[config.mk]
export PLATFORM = sky130hd
export DESIGN_NAME = xmem16_seq
export DESIGN_NICKNAME = d
export VERILOG_FILES = /design/src/rtl/xm_pkg.sv /design/src/rtl/xm_clkgen.sv /design/src/rtl/xm_reqcheck.sv /design/src/rtl/xm_seq_fsm.sv /design/src/rtl/xmem16_seq.sv
export SDC_FILE = /design/constraint.sdc
export NUM_CORES = 1
export LEC_CHECK = 0
export BUFFER_PORTS_ARGS = -buffer_cell sky130_fd_sc_hd__buf_4
export CORE_MARGIN = 2
export CORE_UTILIZATION = 52
export DETAILED_ROUTE_END_ITERATION = 6
export PLACE_DENSITY = 0.81
export SYNTH_ARGS = -nofsm -noshare
export SYNTH_HDL_FRONTEND = slang
export SYNTH_SLANG_ARGS = --single-unit
[constraint.sdc]
create_clock -name clk -period 2.2 [get_ports clk]
set_input_delay 0.33 -clock clk [delete_from_list [all_inputs] [get_ports clk]]
set_output_delay 0.33 -clock clk [all_outputs]
set_load 0.03 [all_outputs]
[src/rtl/xm_pkg.sv]
package xm_pkg;
    localparam int MEM_W = 16;
    localparam int BUS_W = 32;

    localparam logic [1:0] SZ_BYTE = 2'd0;
    localparam logic [1:0] SZ_HALF = 2'd1;
    localparam logic [1:0] SZ_WORD = 2'd2;

    typedef enum logic [3:0] {
        ST_IDLE,
        ST_REJECT,
        ST_A_SETUP,
        ST_A_DATA,
        ST_S_ALIGN,
        ST_S_ADDR,
        ST_S_LAT,
        ST_S_DATA,
        ST_DONE
    } seq_state_e;
endpackage

[src/rtl/xm_clkgen.sv]
module xm_clkgen #(
    parameter int DIV_MIN = 2,
    parameter int DIV_MAX = 4,
    parameter int CFG_W   = 3
) (
    input  logic             clk,
    input  logic             rst_n,
    input  logic [CFG_W-1:0] cfg_div,
    output logic             mem_clk,
    output logic             rise_en,
    output logic             fall_en
);
    localparam int CNT_W = $clog2(DIV_MAX);

    logic [CFG_W-1:0] div_eff;
    logic [CFG_W-1:0] hi_len;
    logic [CNT_W-1:0] cnt_q;

    // Limit the divider to the supported range.
    always_comb begin
        if (cfg_div < CFG_W'(DIV_MIN)) begin
            div_eff = CFG_W'(DIV_MIN);
        end else if (cfg_div > CFG_W'(DIV_MAX)) begin
            div_eff = CFG_W'(DIV_MAX);
        end else begin
            div_eff = cfg_div;
        end
    end

    assign hi_len = div_eff >> 1;

    // Enables mark the cycle before the memory clock edge, so that the
    // edge and any state change that follows it share one system edge.
    assign rise_en = (CFG_W'(cnt_q) == div_eff - CFG_W'(1));
    assign fall_en = (CFG_W'(cnt_q) == hi_len - CFG_W'(1));

    always_ff @(posedge clk or negedge rst_n) begin
        if (!rst_n) begin
            cnt_q   <= '0;
            mem_clk <= 1'b1;
        end else begin
            if (rise_en) begin
                cnt_q   <= '0;
                mem_clk <= 1'b1;
            end else begin
                cnt_q <= cnt_q + CNT_W'(1);
                if (fall_en) begin
                    mem_clk <= 1'b0;
                end
            end
        end
    end
endmodule

[src/rtl/xm_reqcheck.sv]
module xm_reqcheck
    import xm_pkg::*;
(
    input  logic       write,
    input  logic [1:0] size,
    input  logic       sync,
    input  logic       page,
    input  logic       addr_lsb,
    output logic       illegal,
    output logic [1:0] lanes,
    output logic       two_halves
);
    always_comb begin
        illegal = 1'b0;
        if (size == 2'd3) begin
            illegal = 1'b1;
        end
        if (sync && !write && size == SZ_BYTE) begin
            illegal = 1'b1;
        end
        if (!sync && !write && page) begin
            illegal = 1'b1;
        end
    end

    // lanes is active high here; bit 0 is the low byte lane.
    always_comb begin
        if (size == SZ_BYTE) begin
            lanes = addr_lsb ? 2'b10 : 2'b01;
        end else begin
            lanes = 2'b11;
        end
    end

    assign two_halves = (size == SZ_WORD);
endmodule

[src/rtl/xm_seq_fsm.sv]
module xm_seq_fsm
    import xm_pkg::*;
#(
    parameter int ADDSET = 2,
    parameter int DATSET = 3
) (
    input  logic clk,
    input  logic rst_n,
    input  logic req_valid,
    input  logic illegal,
    input  logic sync_in,
    input  logic write_q,
    input  logic two_q,
    input  logic rise_en,
    input  logic fall_en,
    output logic idle,
    output logic half,
    output logic cap,
    output logic done,
    output logic err,
    output logic ce_n,
    output logic oe_n,
    output logic we_n,
    output logic adv_n,
    output logic dq_oe
);
    localparam int PH_MAX = (ADDSET > DATSET) ? ADDSET : DATSET;
    localparam int CNT_W  = $clog2(PH_MAX + 1);
    localparam logic [CNT_W-1:0] SET_LOAD = CNT_W'(ADDSET - 1);
    localparam logic [CNT_W-1:0] DAT_LOAD = CNT_W'(DATSET - 1);

    seq_state_e       state_q, state_n;
    logic [CNT_W-1:0] cnt_q, cnt_n;
    logic             half_q, half_n;

    always_comb begin
        state_n = state_q;
        cnt_n   = cnt_q;
        half_n  = half_q;
        unique case (state_q)
            ST_IDLE: begin
                if (req_valid) begin
                    half_n = 1'b0;
                    if (illegal) begin
                        state_n = ST_REJECT;
                    end else if (sync_in) begin
                        state_n = ST_S_ALIGN;
                    end else begin
                        state_n = ST_A_SETUP;
                        cnt_n   = SET_LOAD;
                    end
                end
            end
            ST_REJECT: state_n = ST_IDLE;
            ST_A_SETUP: begin
                if (cnt_q == '0) begin
                    state_n = ST_A_DATA;
                    cnt_n   = DAT_LOAD;
                end else begin
                    cnt_n = cnt_q - CNT_W'(1);
                end
            end
            ST_A_DATA: begin
                if (cnt_q == '0) begin
                    if (two_q && !half_q) begin
                        state_n = ST_A_SETUP;
                        cnt_n   = SET_LOAD;
                        half_n  = 1'b1;
                    end else begin
                        state_n = ST_DONE;
                    end
                end else begin
                    cnt_n = cnt_q - CNT_W'(1);
                end
            end
            ST_S_ALIGN: if (fall_en) state_n = ST_S_ADDR;
            ST_S_ADDR:  if (rise_en) state_n = ST_S_LAT;
            ST_S_LAT:   if (fall_en) state_n = ST_S_DATA;
            ST_S_DATA: begin
                if (rise_en) begin
                    if (two_q && !half_q) begin
                        state_n = ST_S_ALIGN;
                        half_n  = 1'b1;
                    end else begin
                        state_n = ST_DONE;
                    end
                end
            end
            ST_DONE: state_n = ST_IDLE;
            default: state_n = ST_IDLE;
        endcase
    end

    always_ff @(posedge clk or negedge rst_n) begin
        if (!rst_n) begin
            state_q <= ST_IDLE;
            cnt_q   <= '0;
            half_q  <= 1'b0;
        end else begin
            state_q <= state_n;
            cnt_q   <= cnt_n;
            half_q  <= half_n;
        end
    end

    assign half = half_q;

    always_comb begin
        idle  = 1'b0;
        cap   = 1'b0;
        done  = 1'b0;
        err   = 1'b0;
        ce_n  = 1'b1;
        oe_n  = 1'b1;
        we_n  = 1'b1;
        adv_n = 1'b1;
        dq_oe = 1'b0;
        unique case (state_q)
            ST_IDLE: idle = 1'b1;
            ST_REJECT: begin
                done = 1'b1;
                err  = 1'b1;
            end
            ST_A_SETUP, ST_S_ADDR: begin
                ce_n  = 1'b0;
                adv_n = 1'b0;
            end
            ST_A_DATA: begin
                ce_n  = 1'b0;
                oe_n  = write_q;
                we_n  = !write_q;
                dq_oe = write_q;
                cap   = (cnt_q == '0);
            end
            ST_S_LAT: ce_n = 1'b0;
            ST_S_DATA: begin
                ce_n  = 1'b0;
                oe_n  = write_q;
                we_n  = !write_q;
                dq_oe = write_q;
                cap   = rise_en;
            end
            ST_DONE: done = 1'b1;
            default: ;
        endcase
    end
endmodule

[src/rtl/xmem16_seq.sv]
module xmem16_seq
    import xm_pkg::*;
#(
    parameter int ADDR_W  = 16,
    parameter int ADDSET  = 2,
    parameter int DATSET  = 3,
    parameter int DIV_MIN = 2,
    parameter int DIV_MAX = 4
) (
    input  logic              clk,
    input  logic              rst_n,
    input  logic [2:0]        cfg_div,
    input  logic              req_valid,
    input  logic              req_write,
    input  logic [1:0]        req_size,
    input  logic [ADDR_W-1:0] req_addr,
    input  logic [31:0]       req_wdata,
    input  logic              req_sync,
    input  logic              req_page,
    output logic              req_ready,
    output logic              req_err,
    output logic [31:0]       req_rdata,
    output logic              mem_clk,
    output logic [ADDR_W-2:0] mem_addr,
    output logic              mem_ce_n,
    output logic              mem_oe_n,
    output logic              mem_we_n,
    output logic              mem_adv_n,
    output logic [1:0]        mem_bl_n,
    output logic [15:0]       mem_dq_out,
    output logic              mem_dq_oe,
    input  logic [15:0]       mem_dq_in
);
    logic              rise_en, fall_en;
    logic              illegal, two_halves;
    logic [1:0]        lanes;
    logic              idle, half, cap;

    logic              write_q, sync_q, two_q;
    logic [1:0]        size_q, lanes_q;
    logic [ADDR_W-1:0] addr_q;
    logic [BUS_W-1:0]  wdata_q;
    logic [MEM_W-1:0]  rlo_q, rhi_q;
    logic              accept;

    xm_clkgen #(
        .DIV_MIN (DIV_MIN),
        .DIV_MAX (DIV_MAX),
        .CFG_W   (3)
    ) u_clkgen (
        .clk     (clk),
        .rst_n   (rst_n),
        .cfg_div (cfg_div),
        .mem_clk (mem_clk),
        .rise_en (rise_en),
        .fall_en (fall_en)
    );

    xm_reqcheck u_check (
        .write      (req_write),
        .size       (req_size),
        .sync       (req_sync),
        .page       (req_page),
        .addr_lsb   (req_addr[0]),
        .illegal    (illegal),
        .lanes      (lanes),
        .two_halves (two_halves)
    );

    xm_seq_fsm #(
        .ADDSET (ADDSET),
        .DATSET (DATSET)
    ) u_fsm (
        .clk       (clk),
        .rst_n     (rst_n),
        .req_valid (req_valid),
        .illegal   (illegal),
        .sync_in   (req_sync),
        .write_q   (write_q),
        .two_q     (two_q),
        .rise_en   (rise_en),
        .fall_en   (fall_en),
        .idle      (idle),
        .half      (half),
        .cap       (cap),
        .done      (req_ready),
        .err       (req_err),
        .ce_n      (mem_ce_n),
        .oe_n      (mem_oe_n),
        .we_n      (mem_we_n),
        .adv_n     (mem_adv_n),
        .dq_oe     (mem_dq_oe)
    );

    assign accept = idle && req_valid;

    always_ff @(posedge clk or negedge rst_n) begin
        if (!rst_n) begin
            write_q <= 1'b0;
            sync_q  <= 1'b0;
            two_q   <= 1'b0;
            size_q  <= SZ_HALF;
            lanes_q <= 2'b00;
            addr_q  <= '0;
            wdata_q <= '0;
        end else if (accept) begin
            write_q <= req_write;
            sync_q  <= req_sync;
            two_q   <= two_halves;
            size_q  <= req_size;
            lanes_q <= lanes;
            addr_q  <= req_addr;
            wdata_q <= req_wdata;
        end
    end

    always_ff @(posedge clk or negedge rst_n) begin
        if (!rst_n) begin
            rlo_q <= '0;
            rhi_q <= '0;
        end else if (cap && !write_q) begin
            if (half) begin
                rhi_q <= mem_dq_in;
            end else begin
                rlo_q <= mem_dq_in;
            end
        end
    end

    assign mem_addr = addr_q[ADDR_W-1:1] + {{(ADDR_W-2){1'b0}}, half};
    assign mem_bl_n = mem_ce_n ? 2'b11 : ~lanes_q;

    always_comb begin
        if (half) begin
            mem_dq_out = wdata_q[31:16];
        end else if (size_q == SZ_BYTE) begin
            mem_dq_out = {wdata_q[7:0], wdata_q[7:0]};
        end else begin
            mem_dq_out = wdata_q[15:0];
        end
    end

    always_comb begin
        unique case (size_q)
            SZ_BYTE: req_rdata = {24'h0, addr_q[0] ? rlo_q[15:8] : rlo_q[7:0]};
            SZ_HALF: req_rdata = {16'h0, rlo_q};
            default: req_rdata = {rhi_q, rlo_q};
        endcase
    end
endmodule

### Yosys cells after proc, flatten, opt, wreduce, memory -nomap -nowiden

Index checks and enable logic that the tools add are counted.

| storage, ports and cells | value |
|---|---|
| bits in writable memories | 0 |
| memories kept | 0 |
| ROM bits | 0 |
| flip-flop bits (word level) | 96 |
| bits in latches | 0 |

| cells by class | value |
|---|---|
| reductions and logical operators | 27 |
| $mul | 0 |
| div/mod/pow operators | 0 |
| bitwise logic cells | 2 |
| shifts and indexed selects | 0 |
| $add $sub $neg | 5 |
| equal/unequal tests | 23 |
| muxes and demuxes | 48 |
| $lt $le $gt $ge | 2 |

Operators with widths:

| cell | number |
|---|---|
| 32-bit one-hot mux with 2 select lines | 1 |
| 4-bit 2-to-1 mux | 10 |
| 16-bit 2-to-1 mux | 2 |
| 4-bit one-hot mux with 7 select lines | 1 |
| 2-bit 2-to-1 mux | 10 |
| 1-bit 2-to-1 mux | 17 |
| 4-bit by 3-bit == test with 1-bit output (second input constant) | 4 |
| 15-bit by 1-bit adder with 15-bit output | 1 |
| 2-bit != test (second input constant) | 5 |
| 3-bit 2-to-1 mux | 3 |
| 4-bit by 2-bit == test with 1-bit output (second input constant) | 2 |
| 8-bit 2-to-1 mux | 1 |
| 2-bit by 1-bit != test with 1-bit output (second input constant) | 4 |
| 1-bit logical AND | 7 |
| 7-bit AND reduction | 1 |
| 2-bit by 3-bit == test with 1-bit output | 2 |
| 2-bit logical NOT | 3 |
| 2-bit one-hot mux with 3 select lines | 1 |
| 3-bit nonzero test | 2 |
| 2-bit OR reduction | 3 |
| 5-bit AND reduction | 1 |
| 5-bit OR reduction | 1 |
| 2-bit == test (second input constant) | 2 |
| 4-bit by 1-bit == test with 1-bit output (second input constant) | 1 |
| 18 further kinds | 22 |

### Longest topological paths before layout

| logic depth | value |
|---|---|
| depth after elaboration | 8 |
| mapped depth | 8 |
| depth with buffers taken out | 7 |

### Hierarchy

Synthesis repeated with hierarchy kept, for this count alone.

| unflattened totals | value |
|---|---|
| cell total of the unflattened synthesis | 396 |
| area total of the unflattened synthesis | 4,986.0 µm² |

Modules (own cells, without submodules):

| module | cells an instance | area an instance (µm²) | seq. area each (µm²) | times used |
|---|---|---|---|---|
| xmem16_seq | 290 | 4,082.7 | 2,153.3 | 1 |
| xm_seq_fsm | 80 | 658.1 | 175.2 | 1 |
| xm_clkgen | 19 | 193.9 | 76.3 | 1 |
| xm_reqcheck | 7 | 51.3 | 0.0 | 1 |

### Least setup slack after synthesis

Ideal clock, no wire load.

| timing | value |
|---|---|
| path kind | register -> output |
| from | register size_q[1] |
| to | output port mem_dq_out[13] |
| path slack | -0.161 ns |
| stages on the path, launching flop included | 5 |
| arrival | 2.031 ns |
| required time | 1.870 ns |
| cell sequence | dfrtp_1 nor2_1 clkbuf_1 mux2i_1 o21ai_0 |

| between the ends | value |
|---|---|
| cells in the longest elaborated chain, start to end | 3 |

RTL lines:

| what | RTL line | text |
|---|---|---|
| from (decl) | xmem16_seq.sv:40 | `logic [1:0] size_q, lanes_q;` |
| from (signal assigned) | xmem16_seq.sv:110 | `size_q <= req_size;` |
| 2-bit logical NOT | xmem16_seq.sv:136 | `end else if (size_q == SZ_BYTE) begin` |
| 16-bit 2-to-1 mux | xmem16_seq.sv:136 |  |
| 16-bit 2-to-1 mux | xmem16_seq.sv:134 | `if (half) begin` |
| to (decl) | xmem16_seq.sv:30 | `output logic [15:0] mem_dq_out,` |

Every way passes these cells.

### Worst setup path after layout

| timing | value |
|---|---|
| from | register u_fsm.half_q (netlist: u_fsm.half) |
| to | output port mem_addr[14] |

| between the ends | value |
|---|---|
| cells in the longest elaborated chain, start to end | 1 |

RTL lines:

| what | RTL line | text |
|---|---|---|
| from (decl) | xm_seq_fsm.sv:34 | `logic half_q, half_n;` |
| from (signal assigned) | xm_seq_fsm.sv:102 | `half_q <= half_n;` |
| 15-bit by 1-bit adder with 15-bit output | xmem16_seq.sv:130 | `assign mem_addr = addr_q[ADDR_W-1:1] + {{(ADDR_W-2){1'b0}}, half};` |
| to (decl) | xmem16_seq.sv:24 | `output logic [ADDR_W-2:0] mem_addr,` |

Every way passes these cells.

==> flow_summary.rst <==
.. list-table::
   :header-rows: 1

   * - Metric
     - Value
   * - Drt initial violations
     - 114
   * - Fraction of final layout cells sized beyond drive strength 1
     - 0.519
   * - Crit start category
     - flop
   * - Global Route Usage Sum
     - 0.213
   * - Synth top area cells
     - dfrtp_1, mux2_2, and2_1, xnor2_1, mux2_1
   * - Synthesized area per cell
     - 12.0 um2
   * - Count of final hold-check violations
     - 0
   * - Final Cycle Share
     - 1.01
   * - Net Count, Synth
     - 484
   * - Final Routed Wirelength
     - 10.7 mm
   * - Root cell of the clock tree
     - clkbuf_8
   * - Xor-xnor portion of the synthesized cell area
     - 0.0363
   * - YS warnings
     - 0
   * - Number of nets still failing antenna checks after routing
     - 0
   * - Number of placed cells counting well taps
     - 658
   * - Crit-path most repeated cell
     - ha_4
   * - Die width
     - 100 um
   * - Post-layout nets
     - 645
   * - Capturing element type of the critical path
     - primary output
   * - Total leakage power
     - 3.19 nW
   * - Arrival time reported for the critical path endpoint
     - 1890 ps
   * - Number of levels in the clock H-tree
     - 3
   * - Last weighted congestion value of the routability-driven placer
     - 0.837
   * - Wire length of the first global-routing pass
     - 17.1 mm
   * - Min-delay worst type
     - in2reg
   * - Required @ worst endpoint
     - 1870 ps
   * - Pin count of the biggest net entering global routing
     - 59
   * - Number of buffers between clock root and the deepest sink
     - 2
   * - Pwr Density
     - 1420 mW/mm2
   * - Clock Sinks
     - 96
   * - Detail-routed via count per cell
     - 5.25
   * - Number of different library cells in the post-synthesis netlist
     - 43
   * - Crit-path max FO
     - 4
   * - Post-synth EDFFs
     - 0
   * - Complex-gate fraction of the synthesized area
     - 0.0438
   * - Violations in the final reports
     - negative setup slack
   * - Site row count
     - 35
   * - Transition time at the pin with the least slew margin
     - 410 ps
   * - Routed length per instance
     - 15.7 um
   * - Number of standard cells in the final layout excluding fillers
     - 679
   * - Antenna cells
     - 0
   * - Result of the run
     - complete, but fails checks
   * - Number of register bits inferred by synthesis
     - 96
   * - Number of buffers added on ports
     - 147
   * - Count of max-cap constraint violations
     - 0
   * - Detailed Routing Iterations Pass 1
     - 5
   * - Starting density of the core
     - 0.530
   * - Setup-failing EPs final
     - 5
   * - Number of filler cells placed in the layout
     - 671
   * - Post-synthesis sequential area ratio
     - 0.498
   * - Vert. Die Dim
     - 100 um
   * - Worst Setup Slack, final
     - -23.7 ps
   * - Area of the multi-input gates
     - 0.00239 mm2
   * - Worst skew pair latency
     - 350 ps
   * - Via count of the first global-routing pass
     - 3655
   * - Number of antenna violations at the first check in global routing
     - 0
   * - Core Area
     - 0.00911 mm2
   * - Syn Inst Count
     - 402
   * - Worst slack after detailed placement
     - -80.8 ps
   * - Vias post-DR
     - 3568
   * - Leading cell type by number of instances after synthesis
     - dfrtp_1
   * - Final Skew
     - 19.0 ps
   * - CP Cell Sequence
     - ha_4 -> ha_4 -> and3_4 -> nand2_4 -> nor2_4 -> nand3_2 -> xnor2_2 -> buf_6
   * - Standard cell with the maximum stage delay on the critical path
     - dfrtp_1
   * - CP max stage delay
     - 420 ps
   * - Sum of net half-perimeters after detailed placement
     - 7.78 mm
   * - Fin. max-slew vios
     - 0
   * - Simple logic cell fraction of the synthesized area
     - 0.126
   * - Proportion of synthesized area in mux cells
     - 0.254
   * - Post-route DRC violation count
     - 0
   * - Dominant combinational cell family by area after synthesis
     - multiplexers
   * - Adder-Cell Fraction of Synth Area
     - 0.0182
   * - Number of buffers inserted during clock tree synthesis
     - 9
   * - Dominant register cell in the synthesized netlist
     - dfrtp_1
   * - Grt total ovfl
     - 0
   * - Shortest clock period the worst path allows after layout
     - 2220 ps
   * - Max frequency
     - 450 MHz
   * - Worst IR drop on VDD
     - 827 uV
   * - Relative slew margins
     - 0.726
   * - Sequential Area
     - 0.00240 mm2
   * - Post-synth top area cell
     - dfrtp_1
   * - Worst setup path category
     - reg2out
   * - Clock-pin slew on the worst setup and hold paths
     - 110 ps
   * - Area share of the largest cell type after synthesis
     - 0.488
   * - RSZ-0062 raised after global routing
     - true
   * - Sum of negative setup slack
     - -62.3 ps
   * - Area of the die
     - 0.0101 mm2
   * - I/O pins
     - 148
   * - CTS tree
     - done
   * - Fraction of registers with async set or reset after synthesis
     - 1.00
   * - Commonest cells post-synth
     - dfrtp_1, mux2_2, nand2_1, and2_1, nor2_1
   * - Post-Syn Area
     - 0.00482 mm2
   * - Area added between synthesis and finish
     - 34.2%
## metrics by stage
stage | util | hold WS [ps] | instance area, um2 | power [mW]
floorplan | - | 34.4 | 4820 | 6.33
global placement | 0.677 | 219 | 6160 | 7.93
detailed placement | 0.677 | 225 | 6160 | 8.09
CTS | 0.708 | 179 | 6450 | 9.24
global route | 0.711 | 181 | 6470 | 9.74
finish | 0.711 | 195 | 6470 | 9.18
## flip-flops by register name, indices dropped and copies added, names as in the netlist
| register | count |
|---|---|
| addr_q | 16 |
| lanes_q | 2 |
| rhi_q | 16 |
| rlo_q | 16 |
| size_q | 2 |
| two_q | 1 |
| u_clkgen.cnt_q | 2 |
| u_clkgen.mem_clk | 1 |
| u_fsm.cnt_q | 2 |
| u_fsm.half | 1 |
| u_fsm.state_q | 4 |
| wdata_q | 32 |
| write_q | 1 |
## worst max-delay path: cells and delay by family (launching register included)
kind | cells | cell delay [ps]
xor gates and xnor gates | 1 | 190
adders and majority gates | 2 | 300
and+or+nand+nor | 4 | 490
buffers and inverters | 1 | 150
DFF | 1 | 420
## cell families (layout without fill, tap and decap cells)
| kind of cell | count (synthesis) | after routing |
|---|---|---|
| mux | 110 | 110 |
| simple gates | 110 | 110 |
| flops | 96 | 96 |
| compound gates | 34 | 34 |
| buf+inv | 25 | 191 |
| xor+xnor | 20 | 20 |
| fa+ha+maj | 7 | 7 |
## final timing paths
path | from | endpoint | slack (ps) | cells after the start
min in group asynchronous | rst_n | wdata_q[31] | 380 | 2
worst min-delay path | mem_dq_in[8] | rhi_q[8] | 200 | 2
max in group asynchronous | rst_n | size_q[0] | 1120 | 3
worst max-delay path | u_fsm.half | mem_addr[14] | -20 | 8
worst min register to register | rhi_q[13] | rhi_q[13] | 490 | 1
worst max register to register | u_fsm.cnt_q[0] | rhi_q[3] | 130 | 7
## final cells by class
type                       instances  area share
clock buffer                       9      0.0191
timing repair buffer             170       0.207
tap                              111      0.0215
clock inverter                     7     0.00908
sequential                        96       0.371
multi-input combinational        281       0.369
inverter                           5     0.00290
## cell usage in the layout (no fill, tap or decap), drive strengths merged, types with 9 or more instances in the layout
cell,instances
inv,9
dfrtp,94
xnor2,13
and2,20
mux2,100
nand3,11
nand2,25
nor2,18
mux2i,10
o21ai,17
buf,169
clkbuf,9
nor2b,11
## metal layers
| metal | part of all wire | track usage | vias up |
|---|---|---|---|
| met4 | 0.013 | 0.0653 | 0 |
| li1 | - | - | 1720 |
| met1 | 0.43 | 0.278 | 1736 |
| met2 | 0.51 | 0.364 | 100 |
| met5 | 0 | 0 | - |
| met3 | 0.045 | 0.0376 | 12 |
## timing repair
item                                    CTS  global route
setup buffers                             3             1
pin swaps                                 5             0
endpoints found under the hold margin    17             0
resized for setup                        15             5
endpoints found under the setup margin    6            15
hold buffers                              1             0
## power breakdown
group	switching (mW)	total [mW]	internal (mW)
clock	0.654	1.09	0.432
sequential	0.567	3.12	2.55
combinational	2.71	4.98	2.27
total	3.94	9.18	5.25
Power figures use the tool's default switching activity.
